===== config.mk =====
export PLATFORM = sky130hd
export DESIGN_NAME = core_ctrl_regs
export DESIGN_NICKNAME = d
export VERILOG_FILES = /design/src/rtl/ccr_pkg.sv /design/src/rtl/ccr_lock_osc.sv /design/src/rtl/ccr_ctrl.sv /design/src/rtl/ccr_setclr_reg.sv /design/src/rtl/ccr_refcnt.sv /design/src/rtl/core_ctrl_regs.sv
export SDC_FILE = /design/constraint.sdc
export NUM_CORES = 1
export LEC_CHECK = 0
export ABC_AREA = 1
export BUFFER_PORTS_ARGS = -buffer_cell sky130_fd_sc_hd__buf_4
export CAP_MARGIN = 20
export CORE_MARGIN = 8
export CORE_UTILIZATION = 62
export CTS_BUF_LIST = sky130_fd_sc_hd__clkbuf_4 sky130_fd_sc_hd__clkbuf_8
export DETAILED_ROUTE_END_ITERATION = 10
export PLACE_DENSITY = 0.81
export SLEW_MARGIN = 5
export SYNTH_ARGS = -nofsm -noshare
export SYNTH_HDL_FRONTEND = slang
export SYNTH_SLANG_ARGS = --single-unit

===== constraint.sdc =====
create_clock -name clk -period 2.54 [get_ports clk]
set_clock_uncertainty 0.05 [all_clocks]
set_input_delay 0.254 -clock clk [delete_from_list [all_inputs] [get_ports clk]]
set_output_delay 0.254 -clock clk [all_outputs]
set_load 0.02 [all_outputs]

===== src/rtl/ccr_pkg.sv =====
// Package: word offsets, constant words and reset values shared by the
// core module control register file. Assumes 32-bit data.
package ccr_pkg;

    localparam int W_ID       = 0;
    localparam int W_OSC      = 2;
    localparam int W_CTRL     = 3;
    localparam int W_STAT     = 4;
    localparam int W_LOCK     = 5;
    localparam int W_AUXOSC   = 7;
    localparam int W_SETUP    = 8;
    localparam int W_INIT     = 9;
    localparam int W_REFCNT   = 10;
    localparam int W_FLAG_SET = 12;   // set; +1 is clear; +2/+3 non-volatile pair

    localparam logic [31:0] ID_WORD    = 32'h411A_3001;
    localparam logic [31:0] STAT_WORD  = 32'h0010_0000;
    localparam logic [15:0] LOCK_KEY   = 16'hA05F;
    localparam logic [31:0] OSC_RST    = 32'h0100_0048;
    localparam logic [31:0] AUXOSC_RST = 32'h0007_FEFF;
    localparam logic [31:0] INIT_RST   = 32'h0000_0112;

    // Control word bit positions.
    localparam int CTRL_LED   = 0;
    localparam int CTRL_REMAP = 2;
    localparam int CTRL_RESET = 3;

    // Setup register reset value, including the memory size code.
    function automatic logic [31:0] setup_reset(input int mem_mb);
        logic [31:0] code;
        if (mem_mb >= 256)      code = 32'h10;
        else if (mem_mb >= 128) code = 32'h0C;
        else if (mem_mb >= 64)  code = 32'h08;
        else if (mem_mb >= 32)  code = 32'h04;
        else                    code = 32'h00;
        return 32'h0001_1122 | code;
    endfunction

endpackage


===== src/rtl/ccr_lock_osc.sv =====
// Lock word and the two oscillator words it guards.
// Assumes the write strobes are already decoded and mutually exclusive.
module ccr_lock_osc
    import ccr_pkg::*;
#(
    parameter int DATA_W = 32
) (
    input  logic              clk,
    input  logic              rst_n,
    input  logic              we_lock,
    input  logic              we_osc,
    input  logic              we_aux,
    input  logic [DATA_W-1:0] wdata,
    output logic [DATA_W-1:0] lock_rd,
    output logic [DATA_W-1:0] osc_q,
    output logic [DATA_W-1:0] aux_q
);

    localparam int KEY_W = $bits(LOCK_KEY);

    logic [KEY_W-1:0] lock_q;
    logic             unlocked;

    assign unlocked = (lock_q == LOCK_KEY);

    // Lock value: keep the low half of each write.
    always_ff @(posedge clk) begin
        if (!rst_n)       lock_q <= '0;
        else if (we_lock) lock_q <= wdata[KEY_W-1:0];
    end

    // Oscillator words: write only while unlocked.
    always_ff @(posedge clk) begin
        if (!rst_n) begin
            osc_q <= OSC_RST;
            aux_q <= AUXOSC_RST;
        end else if (unlocked) begin
            if (we_osc) osc_q <= wdata;
            if (we_aux) aux_q <= wdata;
        end
    end

    // Readback: unlocked state reports an extra status bit above the key.
    always_comb begin
        lock_rd           = DATA_W'(lock_q);
        lock_rd[KEY_W]    = unlocked;
    end

    AST_OSC_GUARD: assert property (@(posedge clk) disable iff (!rst_n)
        (we_osc && lock_q != LOCK_KEY) |=> (osc_q == $past(osc_q)));
    AST_AUX_GUARD: assert property (@(posedge clk) disable iff (!rst_n)
        (we_aux && lock_q != LOCK_KEY) |=> (aux_q == $past(aux_q)));

endmodule


===== src/rtl/ccr_ctrl.sv =====
// Control word: stores the LED and remap bits, turns a write of the reset
// bit into a one-cycle request. Assumes we is a decoded word strobe.
module ccr_ctrl
    import ccr_pkg::*;
#(
    parameter int DATA_W = 32
) (
    input  logic              clk,
    input  logic              rst_n,
    input  logic              we,
    input  logic [DATA_W-1:0] wdata,
    output logic [DATA_W-1:0] ctrl_rd,
    output logic              remap_sel,
    output logic              led_on,
    output logic              reset_req
);

    localparam logic [DATA_W-1:0] KEEP_MASK =
        (DATA_W'(1) << CTRL_LED) | (DATA_W'(1) << CTRL_REMAP);

    logic [DATA_W-1:0] ctrl_q;
    logic              req_now;

    assign req_now = we && wdata[CTRL_RESET];

    // Stored control bits: masked update.
    always_ff @(posedge clk) begin
        if (!rst_n)  ctrl_q <= '0;
        else if (we) ctrl_q <= wdata & KEEP_MASK;
    end

    // Reset request: one cycle, never two in a row.
    always_ff @(posedge clk) begin
        if (!rst_n) reset_req <= 1'b0;
        else        reset_req <= req_now && !reset_req;
    end

    assign ctrl_rd   = ctrl_q;
    assign remap_sel = ctrl_q[CTRL_REMAP];
    assign led_on    = ctrl_q[CTRL_LED];

    AST_RESET_PULSE: assert property (@(posedge clk) disable iff (!rst_n)
        reset_req |=> !reset_req);
    AST_RESET_CAUSE: assert property (@(posedge clk) disable iff (!rst_n)
        $rose(reset_req) |-> $past(we));

endmodule


===== src/rtl/ccr_setclr_reg.sv =====
// Flag word with separate set and clear strobes; set wins if both occur.
// Assumes a caller-chosen reset so one instance can survive system reset.
module ccr_setclr_reg #(
    parameter int DATA_W = 32
) (
    input  logic              clk,
    input  logic              rst_n,
    input  logic              set_we,
    input  logic              clr_we,
    input  logic [DATA_W-1:0] wdata,
    output logic [DATA_W-1:0] val
);

    // Flag update: OR on set, AND-NOT on clear.
    always_ff @(posedge clk) begin
        if (!rst_n)      val <= '0;
        else if (set_we) val <= val | wdata;
        else if (clr_we) val <= val & ~wdata;
    end

    AST_FLAG_HOLD: assert property (@(posedge clk) disable iff (!rst_n)
        !(set_we || clr_we) |=> $stable(val));
    AST_FLAG_SET: assert property (@(posedge clk) disable iff (!rst_n)
        set_we |=> ((val & $past(wdata)) == $past(wdata)));
    AST_FLAG_CLR: assert property (@(posedge clk) disable iff (!rst_n)
        (clr_we && !set_we) |=> ((val & $past(wdata)) == '0));

endmodule


===== src/rtl/ccr_refcnt.sv =====
// Free-running reference counter advanced by a clock enable; wraps.
// Assumes tick is synchronous to clk.
module ccr_refcnt #(
    parameter int CNT_W = 32
) (
    input  logic             clk,
    input  logic             rst_n,
    input  logic             tick,
    output logic [CNT_W-1:0] count
);

    // Count: add one per tick, natural wrap.
    always_ff @(posedge clk) begin
        if (!rst_n)    count <= '0;
        else if (tick) count <= count + 1'b1;
    end

    AST_CNT_STEP: assert property (@(posedge clk) disable iff (!rst_n)
        tick |=> (count == $past(count) + 1'b1));
    AST_CNT_IDLE: assert property (@(posedge clk) disable iff (!rst_n)
        !tick |=> $stable(count));

endmodule


===== src/rtl/core_ctrl_regs.sv =====
// Core module control register file top: write decode, setup/init words,
// flag banks, read multiplexer. Assumes word offsets and combinational reads.
module core_ctrl_regs
    import ccr_pkg::*;
#(
    parameter int DATA_W = 32,
    parameter int ADDR_W = 6,
    parameter int CNT_W  = 32,
    parameter int MEM_MB = 128
) (
    input  logic              clk,
    input  logic              rst_n,
    input  logic              por_n,
    input  logic              ref_tick,
    input  logic              bus_we,
    input  logic [ADDR_W-1:0] bus_addr,
    input  logic [DATA_W-1:0] bus_wdata,
    output logic [DATA_W-1:0] bus_rdata,
    output logic              remap_sel,
    output logic              reset_req,
    output logic              led_on
);

    localparam int NWORDS = 2 ** ADDR_W;
    localparam int NBANKS = 2;
    localparam logic [DATA_W-1:0] SETUP_RST = DATA_W'(setup_reset(MEM_MB));

    logic [NWORDS-1:0] we_dec;
    logic [DATA_W-1:0] lock_rd, osc_q, aux_q, ctrl_rd;
    logic [DATA_W-1:0] setup_q, init_q;
    logic [CNT_W-1:0]  cnt_q;
    logic [DATA_W-1:0] flag_q [NBANKS];

    assign we_dec = bus_we ? (NWORDS'(1) << bus_addr) : '0;

    ccr_lock_osc #(.DATA_W(DATA_W)) u_lock (
        .clk     (clk),
        .rst_n   (rst_n),
        .we_lock (we_dec[W_LOCK]),
        .we_osc  (we_dec[W_OSC]),
        .we_aux  (we_dec[W_AUXOSC]),
        .wdata   (bus_wdata),
        .lock_rd (lock_rd),
        .osc_q   (osc_q),
        .aux_q   (aux_q)
    );

    ccr_ctrl #(.DATA_W(DATA_W)) u_ctrl (
        .clk       (clk),
        .rst_n     (rst_n),
        .we        (we_dec[W_CTRL]),
        .wdata     (bus_wdata),
        .ctrl_rd   (ctrl_rd),
        .remap_sel (remap_sel),
        .led_on    (led_on),
        .reset_req (reset_req)
    );

    // Flag banks: bank 0 volatile, bank 1 survives system reset.
    for (genvar g = 0; g < NBANKS; g++) begin : g_flag
        logic bank_rst_n;
        assign bank_rst_n = (g == 0) ? rst_n : por_n;
        ccr_setclr_reg #(.DATA_W(DATA_W)) u_bank (
            .clk    (clk),
            .rst_n  (bank_rst_n),
            .set_we (we_dec[W_FLAG_SET + 2 * g]),
            .clr_we (we_dec[W_FLAG_SET + 2 * g + 1]),
            .wdata  (bus_wdata),
            .val    (flag_q[g])
        );
    end

    ccr_refcnt #(.CNT_W(CNT_W)) u_cnt (
        .clk   (clk),
        .rst_n (rst_n),
        .tick  (ref_tick),
        .count (cnt_q)
    );

    // Setup and init words: plain full-width stores.
    always_ff @(posedge clk) begin
        if (!rst_n) begin
            setup_q <= SETUP_RST;
            init_q  <= INIT_RST;
        end else begin
            if (we_dec[W_SETUP]) setup_q <= bus_wdata;
            if (we_dec[W_INIT])  init_q  <= bus_wdata;
        end
    end

    // Read multiplexer: unlisted words read zero.
    always_comb begin
        case (int'(bus_addr))
            W_ID:           bus_rdata = ID_WORD;
            W_OSC:          bus_rdata = osc_q;
            W_CTRL:         bus_rdata = ctrl_rd;
            W_STAT:         bus_rdata = STAT_WORD;
            W_LOCK:         bus_rdata = lock_rd;
            W_AUXOSC:       bus_rdata = aux_q;
            W_SETUP:        bus_rdata = setup_q;
            W_INIT:         bus_rdata = init_q;
            W_REFCNT:       bus_rdata = DATA_W'(cnt_q);
            W_FLAG_SET:     bus_rdata = flag_q[0];
            W_FLAG_SET + 2: bus_rdata = flag_q[1];
            default:        bus_rdata = '0;
        endcase
    end

    AST_NV_KEEP: assert property (@(posedge clk) disable iff (!por_n)
        (!rst_n && !we_dec[W_FLAG_SET + 2] && !we_dec[W_FLAG_SET + 3])
        |=> $stable(flag_q[1]));
    AST_SETUP_HOLD: assert property (@(posedge clk) disable iff (!rst_n)
        !we_dec[W_SETUP] |=> $stable(setup_q));

endmodule


==> impl_table.tex, run 1 <==
\begin{tabular}{lr}
\hline
Metric & Value \\
\hline
\multicolumn{2}{l}{\textbf{Run status}} \\
\quad Run status & complete, no violations \\
\multicolumn{2}{l}{\textbf{Setup path}} \\
\quad Count of cells along the worst register-to-register path & 9 \\
\quad Critical path type & flip-flop to primary output \\
\quad Sort of element at the start of the critical path & flip-flop \\
\quad FF-to-FF setup slack & 0.59 ns \\
\quad Capture point of the worst reg-to-reg path & u\_cnt.count[28]\$\_SDFFE\_PN0P\_ \\
\quad Maximum fanout along the worst path & 26 \\
\quad Critical Path Sink Type & primary output \\
\quad Critical path data arrival time & between 2 and 2.5 ns \\
\quad Data required time at the worst endpoint & 2.24 ns \\
\quad Startpoint of the lowest-slack register-to-register path & u\_cnt.count[0]\$\_SDFFE\_PN0P\_ \\
\multicolumn{2}{l}{\textbf{GRT}} \\
\quad Initial antenna violation count & 1 \\
\quad Global-route usage over all layers & about a third \\
\quad Vias in the first global route & $\sim$12000 \\
\quad Leftover overflow at the end of global routing & 0 \\
\quad Pin count of the biggest net entering global routing & between 70 and 80 \\
\quad First-pass GRT wire length & between 60000 and 70000 um \\
\multicolumn{2}{l}{\textbf{Floorplan}} \\
\quad Die width & around 150 um \\
\quad Number of placed I/O pins & 78 \\
\quad Initial core utilization & 63.1\% \\
\quad Core outline area & approximately 19000 sq um \\
\quad Height of the die & 154 um \\
\quad Die Outline Area & 23700 sq um \\
\quad Rows & 50 \\
\multicolumn{2}{l}{\textbf{Place}} \\
\quad Placed insts & roughly 2100 \\
\quad Final estimated routing congestion in global placement & 0.919 \\
\quad Placement-stage cell area & between 10000 and 15000 sq um \\
\quad Port Buf Inserts & between 70 and 80 \\
\quad Half-perimeter wire length after placement & 24700 um \\
\multicolumn{2}{l}{\textbf{Logic synthesis}} \\
\quad Portion of the post-synthesis area used by sequential elements & $\sim$40\% \\
\quad Dominant register cell in the synthesized netlist & sky130\_fd\_sc\_hd\_\_dfxtp\_1 \\
\quad Dominant cells by area after synthesis & sky130\_fd\_sc\_hd\_\_dfxtp\_1, sky130\_fd\_sc\_hd\_\_nand2\_1, sky130\_fd\_sc\_hd\_\_nor2\_1 \\
\quad Count of mapped cells out of synthesis & 1876 \\
\quad Synth cell count leaders & sky130\_fd\_sc\_hd\_\_nand2\_1, sky130\_fd\_sc\_hd\_\_nor2\_1, sky130\_fd\_sc\_hd\_\_dfxtp\_1 \\
\quad Flops \& latches, synth & between 200 and 250 \\
\quad Ys Warns & 0 \\
\quad Synth Cell Area & around 12000 sq um \\
\quad Area share of the largest cell type after synthesis & 41.2\% \\
\quad Post-synth net total & between 1500 and 2000 \\
\quad Cell accounting for the most synthesized area & sky130\_fd\_sc\_hd\_\_dfxtp\_1 \\
\quad Share of flip-flops with an asynchronous set or reset & 0\% \\
\quad Leading cell type by number of instances after synthesis & sky130\_fd\_sc\_hd\_\_nand2\_1 \\
\quad Count of flip-flops with a built-in enable after synthesis & 0 \\
\quad Post-synthesis average cell area & between 6 and 7 sq um \\
\quad Yosys cell types & 33 \\
\multicolumn{2}{l}{\textbf{Timing}} \\
\quad Max-slew violation count & 0 \\
\quad Period utilisation layout & between 90\% and 100\% \\
\quad Setup violations, final & 0 \\
\quad Slew at the pin closest to its max-slew limit & around 0.67 ns \\
\quad Fmax & approximately 410 MHz \\
\quad Final hold viol count & 0 \\
\quad Post-layout minimum cycle time & about 2.4 ns \\
\quad Total Neg Setup Slack & 0 ns \\
\quad Relative slew slack & between 50\% and 60\% \\
\quad Unrepaired setup endpoints after global routing & no \\
\multicolumn{2}{l}{\textbf{Pwr}} \\
\quad Proportion of total power due to net switching & approximately a quarter \\
\quad VDD IR max & just under 0.0004 V \\
\quad Pint & 5.92 mW \\
\quad Net load switching power & 1.88 mW \\
\quad Clock network fraction of total power & 45.3\% \\
\quad Leakage & 6.34 nW \\
\quad Ratio of total power to cell area & about 560 nW/um\^{}2 \\
\quad Combinational share of power & between 5 and 6\% \\
\quad Part of the total power dissipated in sequential elements & 49.3\% \\
\multicolumn{2}{l}{\textbf{Clock network}} \\
\quad Number of clock buffers inserted by TritonCTS & 40 \\
\quad Clock network latency to the later pin of the worst-skew pair & between 0.5 and 0.6 ns \\
\quad Root buf cell & sky130\_fd\_sc\_hd\_\_clkbuf\_8 \\
\quad Clock transition at the registers of the reported paths & approximately 0.070 ns \\
\quad Setup fix buffers added after clock tree synthesis & 0 \\
\quad CTS Buffer Depth & 3 \\
\quad \# H-tree levels & 2 \\
\quad Clock tree from TritonCTS & done \\
\quad Sinks on Clock Net & between 200 and 250 \\
\multicolumn{2}{l}{\textbf{Detailed routing}} \\
\quad Overall routed net length & between 30000 and 40000 um \\
\quad DR pass1 iterations & 7 \\
\quad Vias after detailed routing & 12610 \\
\quad Routed vias/inst & 5.62 \\
\quad Routed wirelength normalized by instance count & $\sim$17 um \\
\quad Initial DRC Count & 1500 \\
\quad Remaining antenna violation count after routing & 0 \\
\quad Number of remaining DRC errors & 0 \\
\multicolumn{2}{l}{\textbf{Cells and area}} \\
\quad Final core utilization & 74.5\% \\
\quad Final Non-Filler Cells & $\sim$2200 \\
\quad Layout-stage area growth over the synthesis result & 18.0\% \\
\quad Share of post-route cells with drive strength above 1 & between 10\% and 20\% \\
\quad Post-Layout Inst Area & 13900 sq um \\
\quad Final \#Nets & between 2000 and 2500 \\
\multicolumn{2}{l}{\textbf{Run}} \\
\quad Number of max-cap violations & 0 \\
\multicolumn{2}{l}{\textbf{Hold path}} \\
\quad Hold Path Sink & u\_lock.aux\_q[6]\$\_SDFFE\_PN1P\_ \\
\quad Count of cells along the worst hold path & 2 \\
\quad Min-Delay Path Class & input pin to flip-flop \\
\quad Beginning of the worst hold path & rst\_n \\
\hline
\end{tabular}
layer usage:
metal	global-route usage (%)	wire [um]	up-vias	share of wire [%]
met5	0	0	-	0
met3	8.80	5140	141	13
met1	41.0	15300	5580	40
met4	14.2	1670	0	4.3
li1	-	-	6095	-
met2	48.3	16500	794	43
logic make-up (layout without fill, tap and decap cells):
logic type / count (synthesis) / count (layout) / share of synthesized area (%)
AO/OA/AOI/OAI: 286 / 286 / 12.6
adder cells (fa/ha/maj): 1 / 1 / 0.106
XOR/XNOR: 2 / 2 / 0.148
AND/OR/NAND/NOR: 1036 / 1036 / 35.8
other: 0 / 1 / 0
flip-flops: 243 / 243 / 41.2
buffers and inverters: 308 / 439 / 10.2
area by class of cell:
| cell class | instances | area (sq um) |
|---|---|---|
| multi-input combinational | 1325 | 5780 |
| sequential | 243 | 4860 |
| fill | 1564 | 4770 |
| timing repair buffer | 154 | 1360 |
| inverter | 216 | 811 |
| clock buffer | 62 | 778 |
| tap | 234 | 293 |
| clock inverter | 7 | 40.0 |
| antenna | 1 | 2.50 |
cells in the final DEF (no fill, tap or decap), types with 34 or more instances in the layout:
master,instances
sky130_fd_sc_hd__nand2_1,581
sky130_fd_sc_hd__o21ai_0,134
sky130_fd_sc_hd__dfxtp_1,243
sky130_fd_sc_hd__a21oi_1,125
sky130_fd_sc_hd__dlygate4sd3_1,34
sky130_fd_sc_hd__buf_4,110
sky130_fd_sc_hd__clkbuf_8,50
sky130_fd_sc_hd__inv_1,214
sky130_fd_sc_hd__nor2_1,264
sky130_fd_sc_hd__nand3_1,140
critical path, stage by stage (launching register included):
cell and delay, ns:
sky130_fd_sc_hd__dfxtp_1 0.32, sky130_fd_sc_hd__nor2_1 0.14, sky130_fd_sc_hd__nand2_1 0.09, sky130_fd_sc_hd__nor2_2 0.17, sky130_fd_sc_hd__inv_1 0.09, sky130_fd_sc_hd__nor2_4 0.16
sky130_fd_sc_hd__buf_12 0.24, sky130_fd_sc_hd__nand2_1 0.10, sky130_fd_sc_hd__nand3_1 0.11, sky130_fd_sc_hd__buf_4 0.15
per-stage QoR:
stage	power (mW)	setup slack [ns]	hold WS [ns]
after floorplan	4.10	0.799	0.334
after global placement	4.29	0.374	0.388
after detailed placement	4.29	0.345	0.392
after CTS	7.79	0.0176	0.0682
after global routing	8.02	0.0402	0.0894
final	7.79	0.122	0.0793
power groups by stage:
stage	Combinational [mW]	Clock, mW	Sequential, mW
final	0.425	3.53	3.84
after global routing	0.451	3.73	3.84
after CTS	0.411	3.54	3.84
after detailed placement	0.368	0	3.92
after global placement	0.365	0	3.92
after floorplan	0.184	0	3.92
worst max path at each step:
stage / to / from / slack [ns] / cells after the start
after floorplan: bus_rdata[16] / u_lock.lock_q[9]$_SDFFE_PN0P_ / 0.80 / 8
after global routing: bus_rdata[16] / u_lock.lock_q[7]$_SDFFE_PN0P_ / 0.04 / 9
after detailed placement: bus_rdata[26] / bus_addr[1] / 0.34 / 9
after global placement: bus_rdata[17] / bus_addr[0] / 0.37 / 10
after CTS: bus_rdata[16] / u_lock.lock_q[7]$_SDFFE_PN0P_ / 0.02 / 9
final: bus_rdata[16] / u_lock.lock_q[7]$_SDFFE_PN0P_ / 0.12 / 9
what timing repair did:
item | 4_1_cts | 5_1_grt
endpoints found under the setup margin | 0 | 1
endpoints found under the hold margin | 112 | 0
gates resized for setup | 0 | 1
hold buffers | 34 | 0
Power figures use the tool's default switching activity.
==> run 2: changes to the inputs <==
PLACE_DENSITY = 0.84   (was 0.81)
==> impl_table.tex, run 2 (synthesis results as in run 1) <==
\begin{tabular}{lr}
\hline
Metric & Value \\
\hline
\multicolumn{2}{l}{\textbf{Timing}} \\
\quad Period utilisation layout & 86.5\% \\
\quad Total Neg Setup Slack & 0 ns \\
\quad Post-layout minimum cycle time & approximately 2.2 ns \\
\quad Unrepaired setup endpoints after global routing & no \\
\quad Setup violations, final & 0 \\
\quad Relative slew slack & $\sim$55\% \\
\quad Max-slew violation count & 0 \\
\quad Slew at the pin closest to its max-slew limit & 0.679 ns \\
\quad Fmax & about 460 MHz \\
\quad Fin worst setup slack & 0.342 ns \\
\quad Final hold viol count & 0 \\
\multicolumn{2}{l}{\textbf{Clock network}} \\
\quad Clock transition at the registers of the reported paths & $\sim$0.050 ns \\
\quad Root buf cell & sky130\_fd\_sc\_hd\_\_clkbuf\_8 \\
\quad Clock tree from TritonCTS & done \\
\quad CTS Buffer Depth & 3 \\
\quad Cells resized by post-CTS repair & 0 \\
\quad Clock network latency to the later pin of the worst-skew pair & approximately 0.55 ns \\
\quad \# H-tree levels & 2 \\
\quad Number of clock buffers inserted by TritonCTS & between 40 and 50 \\
\quad Sinks on Clock Net & $\sim$240 \\
\multicolumn{2}{l}{\textbf{GRT}} \\
\quad Vias in the first global route & around 12000 \\
\quad Global-route usage over all layers & 32.2\% \\
\quad Global-route met2 utilization & about half \\
\quad Pin count of the biggest net entering global routing & between 70 and 80 \\
\quad First-pass GRT wire length & 61900 um \\
\quad Leftover overflow at the end of global routing & 0 \\
\quad Initial antenna violation count & 2 \\
\quad Global route hottest layer & met2 \\
\quad Routing usage on met1 & 41.9\% \\
\quad Global routing usage on met3 & around 6.3\% \\
\multicolumn{2}{l}{\textbf{Hold path}} \\
\quad Min-Delay Path Class & input pin to flip-flop \\
\multicolumn{2}{l}{\textbf{Place}} \\
\quad Port Buf Inserts & 77 \\
\quad Half-perimeter wire length after placement & between 20000 and 30000 um \\
\quad Worst slack, placed & just over 0.4 ns \\
\quad Final estimated routing congestion in global placement & between 0.9 and 1 \\
\multicolumn{2}{l}{\textbf{Detailed routing}} \\
\quad Overall routed net length & a little under 40000 um \\
\quad Vias after detailed routing & about 13000 \\
\quad Initial DRC Count & around 1500 \\
\quad Routed wirelength normalized by instance count & between 15 and 20 um \\
\quad Remaining antenna violation count after routing & 0 \\
\quad DR pass1 iterations & 5 \\
\quad Routed vias/inst & 5.69 \\
\quad Number of remaining DRC errors & 0 \\
\multicolumn{2}{l}{\textbf{Floorplan}} \\
\quad Rows & 50 \\
\quad Core outline area & 18700 sq um \\
\quad Initial core utilization & 63.1\% \\
\quad Number of placed I/O pins & slightly below 80 \\
\quad Height of the die & approximately 150 um \\
\quad Die width & 154 um \\
\quad Die Outline Area & roughly 24000 sq um \\
\multicolumn{2}{l}{\textbf{Cells and area}} \\
\quad Leading cell type in the layout, fill and taps excluded & sky130\_fd\_sc\_hd\_\_nand2\_1 \\
\quad Leading cell types in the layout, fill and taps excluded & sky130\_fd\_sc\_hd\_\_nand2\_1, sky130\_fd\_sc\_hd\_\_nor2\_1, sky130\_fd\_sc\_hd\_\_dfxtp\_1, sky130\_fd\_sc\_hd\_\_inv\_1, sky130\_fd\_sc\_hd\_\_nand3\_1 \\
\quad Layout-stage area growth over the synthesis result & 18.4\% \\
\quad Final \#Nets & approximately 2000 \\
\quad Filler instances & approximately 1500 \\
\quad Footprint of the multi-input gates & approximately 5800 sq um \\
\quad Register area & between 4000 and 5000 sq um \\
\quad Share of post-route cells with drive strength above 1 & 10.6\% \\
\multicolumn{2}{l}{\textbf{Setup path}} \\
\quad List of cells traversed by the critical path & buf\_4 > nor2\_4 > nand3\_2 > nor2\_4 > inv\_1 > buf\_4 > o21ai\_0 > nor2\_1 > nand2\_1 > buf\_4 \\
\quad CP startpoint & bus\_addr[0] \\
\quad Critical path type & input pin to primary output \\
\quad Critical path endpoint & bus\_rdata[14] \\
\quad Capture point of the worst reg-to-reg path & u\_lock.osc\_q[22]\$\_SDFFE\_PN0P\_ \\
\quad Slowest cell delay on critical path & approximately 0.28 ns \\
\quad Critical path data arrival time & 1.89 ns \\
\quad Data required time at the worst endpoint & around 2.2 ns \\
\quad Startpoint of the lowest-slack register-to-register path & u\_lock.lock\_q[13]\$\_SDFFE\_PN0P\_ \\
\quad FF-to-FF setup slack & around 0.58 ns \\
\quad Crit-path slowest cell & sky130\_fd\_sc\_hd\_\_o21ai\_0 \\
\quad Sort of element at the start of the critical path & input pin \\
\quad Maximum fanout along the worst path & 8 \\
\quad Critical Path Sink Type & primary output \\
\quad Count of cells along the worst register-to-register path & 12 \\
\quad Most prevalent standard cell on the critical path & sky130\_fd\_sc\_hd\_\_buf\_4 \\
\multicolumn{2}{l}{\textbf{Pwr}} \\
\quad Ratio of total power to cell area & 584 nW/um\^{}2 \\
\quad VDD IR max & 0.000537 V \\
\quad Leakage & $\sim$6.4 nW \\
\multicolumn{2}{l}{\textbf{Run status}} \\
\quad Run status & complete, no violations \\
\multicolumn{2}{l}{\textbf{Run}} \\
\quad Number of max-cap violations & 0 \\
\hline
\end{tabular}
## run 2: cell count changes in the layout (fill, tap and decap cells not counted), sizes merged
cell and change:
buf +3, bufinv +3, clkbuf -3, clkinvlp -1, diode +1, dlygate4sd3 -1
## run 2: worst min path at each step
stage                                  start                            end  slack [ns]  cells past startpoint
2_1_floorplan                  bus_wdata[12]       setup_q[12]$_SDFFE_PN1P_        0.33                      2
4_1_cts                               bus_we    u_ctrl.reset_req$_SDFF_PN0_        0.02                      3
3_3_place_gp   u_lock.aux_q[11]$_SDFFE_PN1P_  u_lock.aux_q[11]$_SDFFE_PN1P_        0.39                      2
6_report                              bus_we    u_ctrl.reset_req$_SDFF_PN0_        0.04                      3
5_1_grt                               bus_we    u_ctrl.reset_req$_SDFF_PN0_        0.03                      3
3_5_place_dp   u_lock.aux_q[13]$_SDFFE_PN1P_  u_lock.aux_q[13]$_SDFFE_PN1P_        0.40                      2
## run 2: where the power goes
part | switching (mW) | total, mW | internal (mW)
logic | 0.281 | 0.425 | 0.144
clock network | 1.62 | 3.89 | 2.27
registers | 0.0114 | 3.84 | 3.83
## run 2: what timing repair did
item,in CTS,in global routing
hold endpoints to repair,129,0
hold buffers,33,0
buffers inserted,1,0
setup endpoints to repair,1,0
## run 2: metrics by stage
stage / power, mW / cells / hold WS (ns) / cell area (sq um) / utilization (%)
after floorplan: 4.10 / 1876 / 0.334 / 11800 / -
after global routing: 8.36 / 2243 / 0.0341 / 14000 / 74.7
after detailed placement: 4.29 / 2139 / 0.396 / 12700 / 68.1
after global placement: 4.29 / 2139 / 0.389 / 12700 / 68.1
final: 8.16 / 2244 / 0.0441 / 14000 / 74.7
after CTS: 8.15 / 2242 / 0.0175 / 14000 / 74.7
## run 2: metal layers
metal	part of all wire [%]	vias up
met1	40	5733
met2	43	793
met4	4.5	2
li1	-	6095
met3	12	153
met5	0.033	-
## run 2: cell type report
type                       instances  share of cell area, %
clock inverter                     9                  0.877
inverter                         216                   5.80
antenna                            2                 0.0358
multi-input combinational       1325                   41.3
sequential                       243                   34.8
clock buffer                      60                   5.59
tap                              234                   2.09
timing repair buffer             155                   9.45
## run 2: worst max-delay path, delay by kind of cell
| kind | cells | cell delay (ns) |
|---|---|---|
| compound gates | 1 | 0.28 |
| buf+inv | 4 | 0.72 |
| simple gates | 5 | 0.62 |
